`config.mk`:
```
export PLATFORM = sky130hd
export DESIGN_NAME = pwm_action_channel
export DESIGN_NICKNAME = d
export VERILOG_FILES = /design/src/rtl/pwm_act_pkg.sv /design/src/rtl/pwm_act_qual.sv /design/src/rtl/pwm_act_ctrl.sv /design/src/rtl/pwm_act_dp.sv /design/src/rtl/pwm_action_channel.sv
export SDC_FILE = /design/constraint.sdc
export NUM_CORES = 1
export LEC_CHECK = 0
export BUFFER_PORTS_ARGS = -buffer_cell sky130_fd_sc_hd__buf_4
export CAP_MARGIN = 5
export CORE_UTILIZATION = 50
export CTS_BUF_LIST = sky130_fd_sc_hd__clkbuf_8
export DETAILED_ROUTE_END_ITERATION = 6
export MAX_ROUTING_LAYER = met4
export PLACE_DENSITY = 0.78
export SKIP_LAST_GASP = 1
export SYNTH_ARGS = -nofsm -noshare
export SYNTH_HDL_FRONTEND = slang
export SYNTH_HIERARCHICAL = 1
export SYNTH_SLANG_ARGS = --single-unit
```
`constraint.sdc`:
```
create_clock -name clk -period 12.8 [get_ports clk]
set_clock_uncertainty 0.05 [all_clocks]
set_input_delay 1.92 -clock clk [delete_from_list [all_inputs] [get_ports clk]]
set_output_delay 1.92 -clock clk [all_outputs]
set_load 0.01 [all_outputs]
```
`src/rtl/pwm_act_pkg.sv`:
```
package pwm_act_pkg;

  typedef enum logic [1:0] {
    MODE_UP     = 2'd0,
    MODE_DOWN   = 2'd1,
    MODE_UPDOWN = 2'd2,
    MODE_RSVD   = 2'd3
  } cntMode_e;

  typedef enum logic [1:0] {
    ACT_KEEP = 2'd0,
    ACT_LOW  = 2'd1,
    ACT_HIGH = 2'd2,
    ACT_FLIP = 2'd3
  } act_e;

  // first member sits in the top bits: field order is zero at bit 0 upward
  typedef struct packed {
    act_e caDown;
    act_e caUp;
    act_e cbDown;
    act_e cbUp;
    act_e atPrd;
    act_e atZero;
  } actTbl_t;

  typedef enum logic [2:0] {
    EV_NONE,
    EV_ZERO,
    EV_PRD,
    EV_CBU,
    EV_CBD,
    EV_CAU,
    EV_CAD
  } evSel_e;

  typedef struct packed {
    logic run;
    logic tick;
  } ctrlStb_t;

  typedef struct packed {
    cntMode_e          mode;
    logic [1:0]        inv;
    logic [1:0]        idle;
    actTbl_t [1:0]     tbl;
  } chanCfg_t;

  localparam int REG_CTRL  = 0;
  localparam int REG_PRESC = 1;
  localparam int REG_PER   = 2;
  localparam int REG_CMPA  = 3;
  localparam int REG_CMPB  = 4;
  localparam int REG_ACTA  = 5;
  localparam int REG_ACTB  = 6;

endpackage

```
`src/rtl/pwm_act_qual.sv`:
```
module pwm_act_qual
  import pwm_act_pkg::*;
(
  input  logic    clk,
  input  logic    rstN,
  input  logic    run,
  input  logic    tick,
  input  evSel_e  ev,
  input  actTbl_t tbl,
  output logic    lvl
);

  act_e act;

  always_comb begin
    case (ev)
      EV_ZERO: act = tbl.atZero;
      EV_PRD:  act = tbl.atPrd;
      EV_CBU:  act = tbl.cbUp;
      EV_CBD:  act = tbl.cbDown;
      EV_CAU:  act = tbl.caUp;
      EV_CAD:  act = tbl.caDown;
      default: act = ACT_KEEP;
    endcase
  end

  always_ff @(posedge clk or negedge rstN) begin
    if (!rstN) begin
      lvl <= 1'b0;
    end else if (!run) begin
      lvl <= 1'b0;
    end else if (tick) begin
      case (act)
        ACT_LOW:  lvl <= 1'b0;
        ACT_HIGH: lvl <= 1'b1;
        ACT_FLIP: lvl <= ~lvl;
        default:  lvl <= lvl;
      endcase
    end
  end

endmodule

```
`src/rtl/pwm_act_ctrl.sv`:
```
module pwm_act_ctrl
  import pwm_act_pkg::*;
#(
  parameter int CNT_W  = 16,
  parameter int ADDR_W = 3
) (
  input  logic              clk,
  input  logic              rstN,
  input  logic              cfgWrEn,
  input  logic [ADDR_W-1:0] cfgAddr,
  input  logic [CNT_W-1:0]  cfgWrData,
  output ctrlStb_t          stb,
  output chanCfg_t          cfg,
  output logic [CNT_W-1:0]  shPer,
  output logic [CNT_W-1:0]  shCa,
  output logic [CNT_W-1:0]  shCb
);

  localparam int ACT_W = $bits(actTbl_t);
  localparam logic [ADDR_W-1:0] A_CTRL  = ADDR_W'(REG_CTRL);
  localparam logic [ADDR_W-1:0] A_PRESC = ADDR_W'(REG_PRESC);
  localparam logic [ADDR_W-1:0] A_PER   = ADDR_W'(REG_PER);
  localparam logic [ADDR_W-1:0] A_CMPA  = ADDR_W'(REG_CMPA);
  localparam logic [ADDR_W-1:0] A_CMPB  = ADDR_W'(REG_CMPB);
  localparam logic [ADDR_W-1:0] A_ACTA  = ADDR_W'(REG_ACTA);
  localparam logic [ADDR_W-1:0] A_ACTB  = ADDR_W'(REG_ACTB);
  localparam logic [CNT_W-1:0]  ONE     = CNT_W'(1);

  logic             runReg;
  chanCfg_t         cfgReg;
  logic [CNT_W-1:0] presc;
  logic [CNT_W-1:0] psCnt;
  logic             tick;

  always_ff @(posedge clk or negedge rstN) begin
    if (!rstN) begin
      runReg <= 1'b0;
      cfgReg <= '0;
      presc  <= '0;
      shPer  <= '0;
      shCa   <= '0;
      shCb   <= '0;
    end else if (cfgWrEn) begin
      case (cfgAddr)
        A_CTRL: begin
          runReg      <= cfgWrData[0];
          cfgReg.mode <= cntMode_e'(cfgWrData[2:1]);
          cfgReg.inv  <= cfgWrData[4:3];
          cfgReg.idle <= cfgWrData[6:5];
        end
        A_PRESC: presc <= cfgWrData;
        A_PER:   shPer <= cfgWrData;
        A_CMPA:  shCa  <= cfgWrData;
        A_CMPB:  shCb  <= cfgWrData;
        A_ACTA:  cfgReg.tbl[0] <= actTbl_t'(cfgWrData[ACT_W-1:0]);
        A_ACTB:  cfgReg.tbl[1] <= actTbl_t'(cfgWrData[ACT_W-1:0]);
        default: ;
      endcase
    end
  end

  assign tick = runReg && (psCnt == presc);

  always_ff @(posedge clk or negedge rstN) begin
    if (!rstN) begin
      psCnt <= '0;
    end else if (!runReg || tick) begin
      psCnt <= '0;
    end else begin
      psCnt <= psCnt + ONE;
    end
  end

  assign stb.run  = runReg;
  assign stb.tick = tick;
  assign cfg      = cfgReg;

endmodule

```
`src/rtl/pwm_act_dp.sv`:
```
module pwm_act_dp
  import pwm_act_pkg::*;
#(
  parameter int CNT_W   = 16,
  parameter int N_OUT   = 2
) (
  input  logic             clk,
  input  logic             rstN,
  input  ctrlStb_t         stb,
  input  chanCfg_t         cfg,
  input  logic [CNT_W-1:0] shPer,
  input  logic [CNT_W-1:0] shCa,
  input  logic [CNT_W-1:0] shCb,
  output logic [N_OUT-1:0] pwmOut,
  output logic [CNT_W-1:0] cnt,
  output logic [CNT_W-1:0] actPer,
  output logic             dirUp
);

  localparam logic [CNT_W-1:0] ONE = CNT_W'(1);

  logic [CNT_W-1:0] cntQ, cntNxt, actPerQ, actCaQ, actCbQ;
  logic             dirQ, dirNxt, dirEff, atZero;
  evSel_e           evSel;
  logic [N_OUT-1:0] lvl;

  assign atZero = (cntQ == '0);

  always_comb begin
    case (cfg.mode)
      MODE_DOWN:   dirEff = 1'b0;
      MODE_UPDOWN: dirEff = dirQ;
      default:     dirEff = 1'b1;
    endcase
  end

  // priority: zero, period, compare B, compare A
  always_comb begin
    if (atZero)                evSel = EV_ZERO;
    else if (cntQ == actPerQ)  evSel = EV_PRD;
    else if (cntQ == actCbQ)   evSel = dirEff ? EV_CBU : EV_CBD;
    else if (cntQ == actCaQ)   evSel = dirEff ? EV_CAU : EV_CAD;
    else                       evSel = EV_NONE;
  end

  always_comb begin
    cntNxt = cntQ;
    dirNxt = dirQ;
    case (cfg.mode)
      MODE_DOWN: cntNxt = atZero ? shPer : cntQ - ONE;
      MODE_UPDOWN: begin
        if (dirQ) begin
          if (cntQ >= actPerQ) begin
            dirNxt = 1'b0;
            cntNxt = atZero ? '0 : cntQ - ONE;
          end else begin
            cntNxt = cntQ + ONE;
          end
        end else if (atZero) begin
          dirNxt = 1'b1;
          cntNxt = (shPer == '0) ? '0 : ONE;
        end else begin
          cntNxt = cntQ - ONE;
        end
      end
      default: cntNxt = (cntQ >= actPerQ) ? '0 : cntQ + ONE;
    endcase
  end

  always_ff @(posedge clk or negedge rstN) begin
    if (!rstN) begin
      cntQ    <= '0;
      dirQ    <= 1'b1;
      actPerQ <= '0;
      actCaQ  <= '0;
      actCbQ  <= '0;
    end else if (!stb.run) begin
      cntQ    <= (cfg.mode == MODE_DOWN) ? shPer : '0;
      dirQ    <= 1'b1;
      actPerQ <= shPer;
      actCaQ  <= shCa;
      actCbQ  <= shCb;
    end else if (stb.tick) begin
      cntQ <= cntNxt;
      dirQ <= dirNxt;
      if (atZero) begin
        actPerQ <= shPer;
        actCaQ  <= shCa;
        actCbQ  <= shCb;
      end
    end
  end

  for (genvar i = 0; i < N_OUT; i++) begin : g_out
    pwm_act_qual u_qual (
      .clk  (clk),
      .rstN (rstN),
      .run  (stb.run),
      .tick (stb.tick),
      .ev   (evSel),
      .tbl  (cfg.tbl[i]),
      .lvl  (lvl[i])
    );
    assign pwmOut[i] = stb.run ? (lvl[i] ^ cfg.inv[i]) : cfg.idle[i];
  end

  assign cnt    = cntQ;
  assign actPer = actPerQ;
  assign dirUp  = dirEff;

endmodule

```
`src/rtl/pwm_action_channel.sv`:
```
module pwm_action_channel
  import pwm_act_pkg::*;
#(
  parameter int CNT_W  = 16,
  parameter int ADDR_W = 3
) (
  input  logic              clk,
  input  logic              rstN,
  input  logic              cfgWrEn,
  input  logic [ADDR_W-1:0] cfgAddr,
  input  logic [CNT_W-1:0]  cfgWrData,
  output logic              pwmOutA,
  output logic              pwmOutB
);

  localparam int N_OUT = 2;

  ctrlStb_t         stb;
  chanCfg_t         cfg;
  logic [CNT_W-1:0] shPer, shCa, shCb, cnt, actPer;
  logic             dirUp;
  logic [N_OUT-1:0] pwmOut;

  pwm_act_ctrl #(.CNT_W(CNT_W), .ADDR_W(ADDR_W)) u_ctrl (
    .clk       (clk),
    .rstN      (rstN),
    .cfgWrEn   (cfgWrEn),
    .cfgAddr   (cfgAddr),
    .cfgWrData (cfgWrData),
    .stb       (stb),
    .cfg       (cfg),
    .shPer     (shPer),
    .shCa      (shCa),
    .shCb      (shCb)
  );

  pwm_act_dp #(.CNT_W(CNT_W), .N_OUT(N_OUT)) u_dp (
    .clk    (clk),
    .rstN   (rstN),
    .stb    (stb),
    .cfg    (cfg),
    .shPer  (shPer),
    .shCa   (shCa),
    .shCb   (shCb),
    .pwmOut (pwmOut),
    .cnt    (cnt),
    .actPer (actPer),
    .dirUp  (dirUp)
  );

  assign pwmOutA = pwmOut[0];
  assign pwmOutB = pwmOut[1];

endmodule

```
==> flow_metrics.env <==
export IMPL_yosysMostFrequentCell="dfrtp_1"
export IMPL_crit_arrival_ns=5.05
export IMPL_ys_ff_latch=178
export IMPL_core_area_mm2=0.0189
export IMPL_crit_chain="ha_1 > nand4_1 > nor4_1 > a211oi_1 > nor2_1 > mux2i_1 > nor2b_1 > o32ai_1 > ha_1 > or3b_2 > a21oi_1 > nor3_1"
export IMPL_cts_root_buf="clkbuf_8"
export IMPL_dp_cells=1137
export IMPL_synth_edf_count=0
export IMPL_hold_viol=0
export IMPL_nFillCells=1621
export IMPL_period_minus_slack_ns=4.75
export IMPL_setup_worst_path_start="u_dp/cnt[15]"
export IMPL_tightest_slew_ns=1.13
export IMPL_place_congestion=0.998
export IMPL_rows=50
export IMPL_clockBufferDepth=2
export IMPL_drive_above_1_share_pct=25.2
export IMPL_vias_per_cell=6.20
export IMPL_grt_pass1_vias=7141
export IMPL_async_reset_ff_share_pct=100
export IMPL_crit_type="reg -> reg"
export IMPL_insertion_delay_ns=0.47
export IMPL_wl_per_cell_um=20.8
export IMPL_nets=943
export IMPL_hp_class="reg -> reg"
export IMPL_port_buffers=23
export IMPL_clkPwrFrac_pct=19.3
export IMPL_r2r_end="u_dp/g_out[1].u_qual/lvl"
export IMPL_ys_types=75
export IMPL_cts_resized=0
export IMPL_synth_fp_nets=942
export IMPL_ant_nets=0
export IMPL_syn2layout_area_growth_pct=7.30
export IMPL_pwr_share_seq_pct=44.0
export IMPL_synth_cells=895
export IMPL_die_height_um=142
export IMPL_drv_slew=0
export IMPL_cts_setup_buffers=0
export IMPL_dpl_hpwl_mm=16.8
export IMPL_cp_endpoint="u_dp/g_out[1].u_qual/lvl"
export IMPL_multi_input_area_mm2=0.00490
export IMPL_combPwrFrac_pct=36.6
export IMPL_slowest_stage="nor2_1"
export IMPL_swShare_pct=40.0
export IMPL_ys_seq_area_share_pct=45.7
export IMPL_synth_ff_type="dfrtp_1"
export IMPL_grt_max_degree=74
export IMPL_via_count=7249
export IMPL_cp_num_cells=12
export IMPL_critical_path_required_ns=13.11
export IMPL_start_util_pct=51.6
export IMPL_antenna_found_initial=0
export IMPL_setup_violations=0
export IMPL_cts_max_level=4
export IMPL_diodes=0
export IMPL_drc=3
export IMPL_cts_sinks=178
export IMPL_overflow=0
export IMPL_finalWirelength_mm=24.3
export IMPL_p_switching_mw=0.797
export IMPL_drtPass1Iterations=7
export IMPL_r2r_start="u_dp/cnt[15]"
export IMPL_cts_buffers_inserted=17
export IMPL_avgSynthCellArea_um2=10.9
export IMPL_crit_path_end_kind="flop"
export IMPL_failed_checks="design-rule violations"
export IMPL_regArea_mm2=0.00446
export IMPL_timing_max_cap_violations=0
export IMPL_cpLargestDelayFamily="simple AND/OR/NAND/NOR gates"
export IMPL_start_kind="flop"
export IMPL_ioPinCount=24
export IMPL_tritoncts="yes"
export IMPL_cp_max_fo=16
export IMPL_clk_pin_slew_ns=0.10
export IMPL_regToRegSetupSlack_ns=8.05
export IMPL_p_int_mw=1.20
export IMPL_synth_area_leaders="dfrtp_1, mux2_2, xnor2_1"
export IMPL_relSlewSlack_pct=24.7
export IMPL_slowest_delay_ns=0.87
export IMPL_power_density_mw_per_mm2=191
export IMPL_chipWidth_um=142
export IMPL_synth_common_cells="dfrtp_1, mux2_2, nand2_1"
export IMPL_rsz0062_at_grt="no"
export IMPL_fmax_mhz=211
export IMPL_gr_usage_all_layers_pct=26.6
export IMPL_grt_pass1_wl_mm=39.5
export IMPL_total_power_mw=1.99
export IMPL_synth_top_area_cell="dfrtp_1"
export IMPL_fin_cells=1169
export IMPL_drt_iter0_markers=623
export IMPL_die_area_mm2=0.0201
export IMPL_r2r_cells=12
export IMPL_ctsHoldBuffers=0
export IMPL_period_share_pct=37.1
export IMPL_syn_area_mm2=0.00975
export IMPL_tns_ns=0
export IMPL_hold_start="u_ctrl/shCa[8]"
export IMPL_crit_path_frequent_cell="ha_1"
export IMPL_crit_buf_inv=0
export IMPL_status="complete, but fails checks"
export IMPL_synth_top_area_share_pct=45.4
export IMPL_synth_warnings=6
export IMPL_p_leak_nw=4.24
export IMPL_vdd_drop_max_v=0.0000947
state kept, by name, summed over array words and instances, names as in the netlist:
name                   cells
u_ctrl/presc              16
u_ctrl/shCa               16
u_ctrl/shPer              16
u_dp/actCbQ               16
u_ctrl/cfg                30
u_ctrl/runReg              1
u_dp/dirQ                  1
u_dp/cnt                  16
u_dp/g_out.u_qual/lvl      2
u_ctrl/psCnt              16
u_dp/actCaQ               16
u_ctrl/shCb               16
u_dp/actPer               16
power groups by stage:
| stage | Combinational [mW] | Clock (mW) | Sequential (mW) |
|---|---|---|---|
| 2_1_floorplan | 0.596 | 0 | 0.785 |
| 3_3_place_gp | 0.703 | 0 | 0.878 |
| 3_5_place_dp | 0.715 | 0 | 0.885 |
| 4_1_cts | 0.718 | 0.394 | 0.874 |
| 5_1_grt | 0.797 | 0.415 | 0.898 |
| 6_report | 0.730 | 0.385 | 0.877 |
cell type report:
cell class,count,area share (%)
multi-input combinational,636,46.9
sequential,178,42.6
tap,260,3.11
timing repair buffer,37,2.69
clock buffer,18,2.37
clock inverter,14,1.39
inverter,26,0.933
placed cells by master (no fill, tap or decap), types with 8 or more instances in the layout:
cell type | netlist | routed
xor2_1 | 10 | 10
nand4_1 | 31 | 31
nor3_1 | 17 | 17
nand2b_1 | 8 | 8
o211ai_1 | 9 | 9
o21ai_0 | 37 | 37
nand2_1 | 61 | 60
buf_4 | 4 | 36
mux2_2 | 130 | 130
or4_1 | 8 | 8
nand3_1 | 18 | 18
ha_1 | 25 | 25
nor4_1 | 19 | 19
clkbuf_8 | 0 | 18
xnor2_1 | 60 | 60
dfrtp_1 | 177 | 177
a31oi_1 | 8 | 8
inv_1 | 24 | 24
a21oi_1 | 29 | 29
nor2_1 | 41 | 41
nor2_2 | 10 | 10
worst register-to-register path: stages (launching register included):
cell      delay [ns]
dfrtp_1         0.56
ha_1            0.41
nand4_1         0.27
nor4_1          0.67
a211oi_1        0.10
nor2_1          0.87
mux2i_1         0.31
nor2b_1         0.08
o32ai_1         0.30
ha_1            0.30
or3b_2          0.48
a21oi_1         0.17
nor3_1          0.07
how the worst min path moves through the flow:
stage,to,slack [ns],cells after the start
final,u_ctrl/shCa[8],0.46,1
after global routing,u_ctrl/cfg[25],0.47,1
after CTS,u_ctrl/shCa[8],0.46,1
after detailed placement,u_dp/actCaQ[0],0.44,1
after global placement,u_dp/actCaQ[12],0.43,1
after floorplan,u_ctrl/cfg[21],0.42,1
metal layers:
| metal | GRT usage, % | wire length, um |
|---|---|---|
| met5 | - | 0 |
| met3 | 4.56 | 1400 |
| met4 | 10.4 | 832 |
| met2 | 40.8 | 11400 |
| met1 | 35.2 | 10700 |
per-stage QoR:
step / hold slack (ns) / util [%] / instance area (um^2) / setup WS, ns
after CTS: 0.458 / 55.4 / 10500 / 8.13
final: 0.458 / 55.4 / 10500 / 8.05
after floorplan: 0.422 / - / 9750 / 8.74
after global routing: 0.472 / 55.4 / 10500 / 7.77
after global placement: 0.432 / 53.3 / 10100 / 8.32
after detailed placement: 0.437 / 53.3 / 10100 / 8.18
cells by family after synthesis:
| group | after synthesis | synth area share (%) |
|---|---|---|
| flops | 178 | 45.7 |
| simple gates | 267 | 15.4 |
| fa+ha+maj | 25 | 3.21 |
| buf+inv | 81 | 4.04 |
| xor+xnor | 72 | 6.62 |
| compound gates | 135 | 9.27 |
| mux | 137 | 15.7 |
Power figures use the tool's default switching activity.
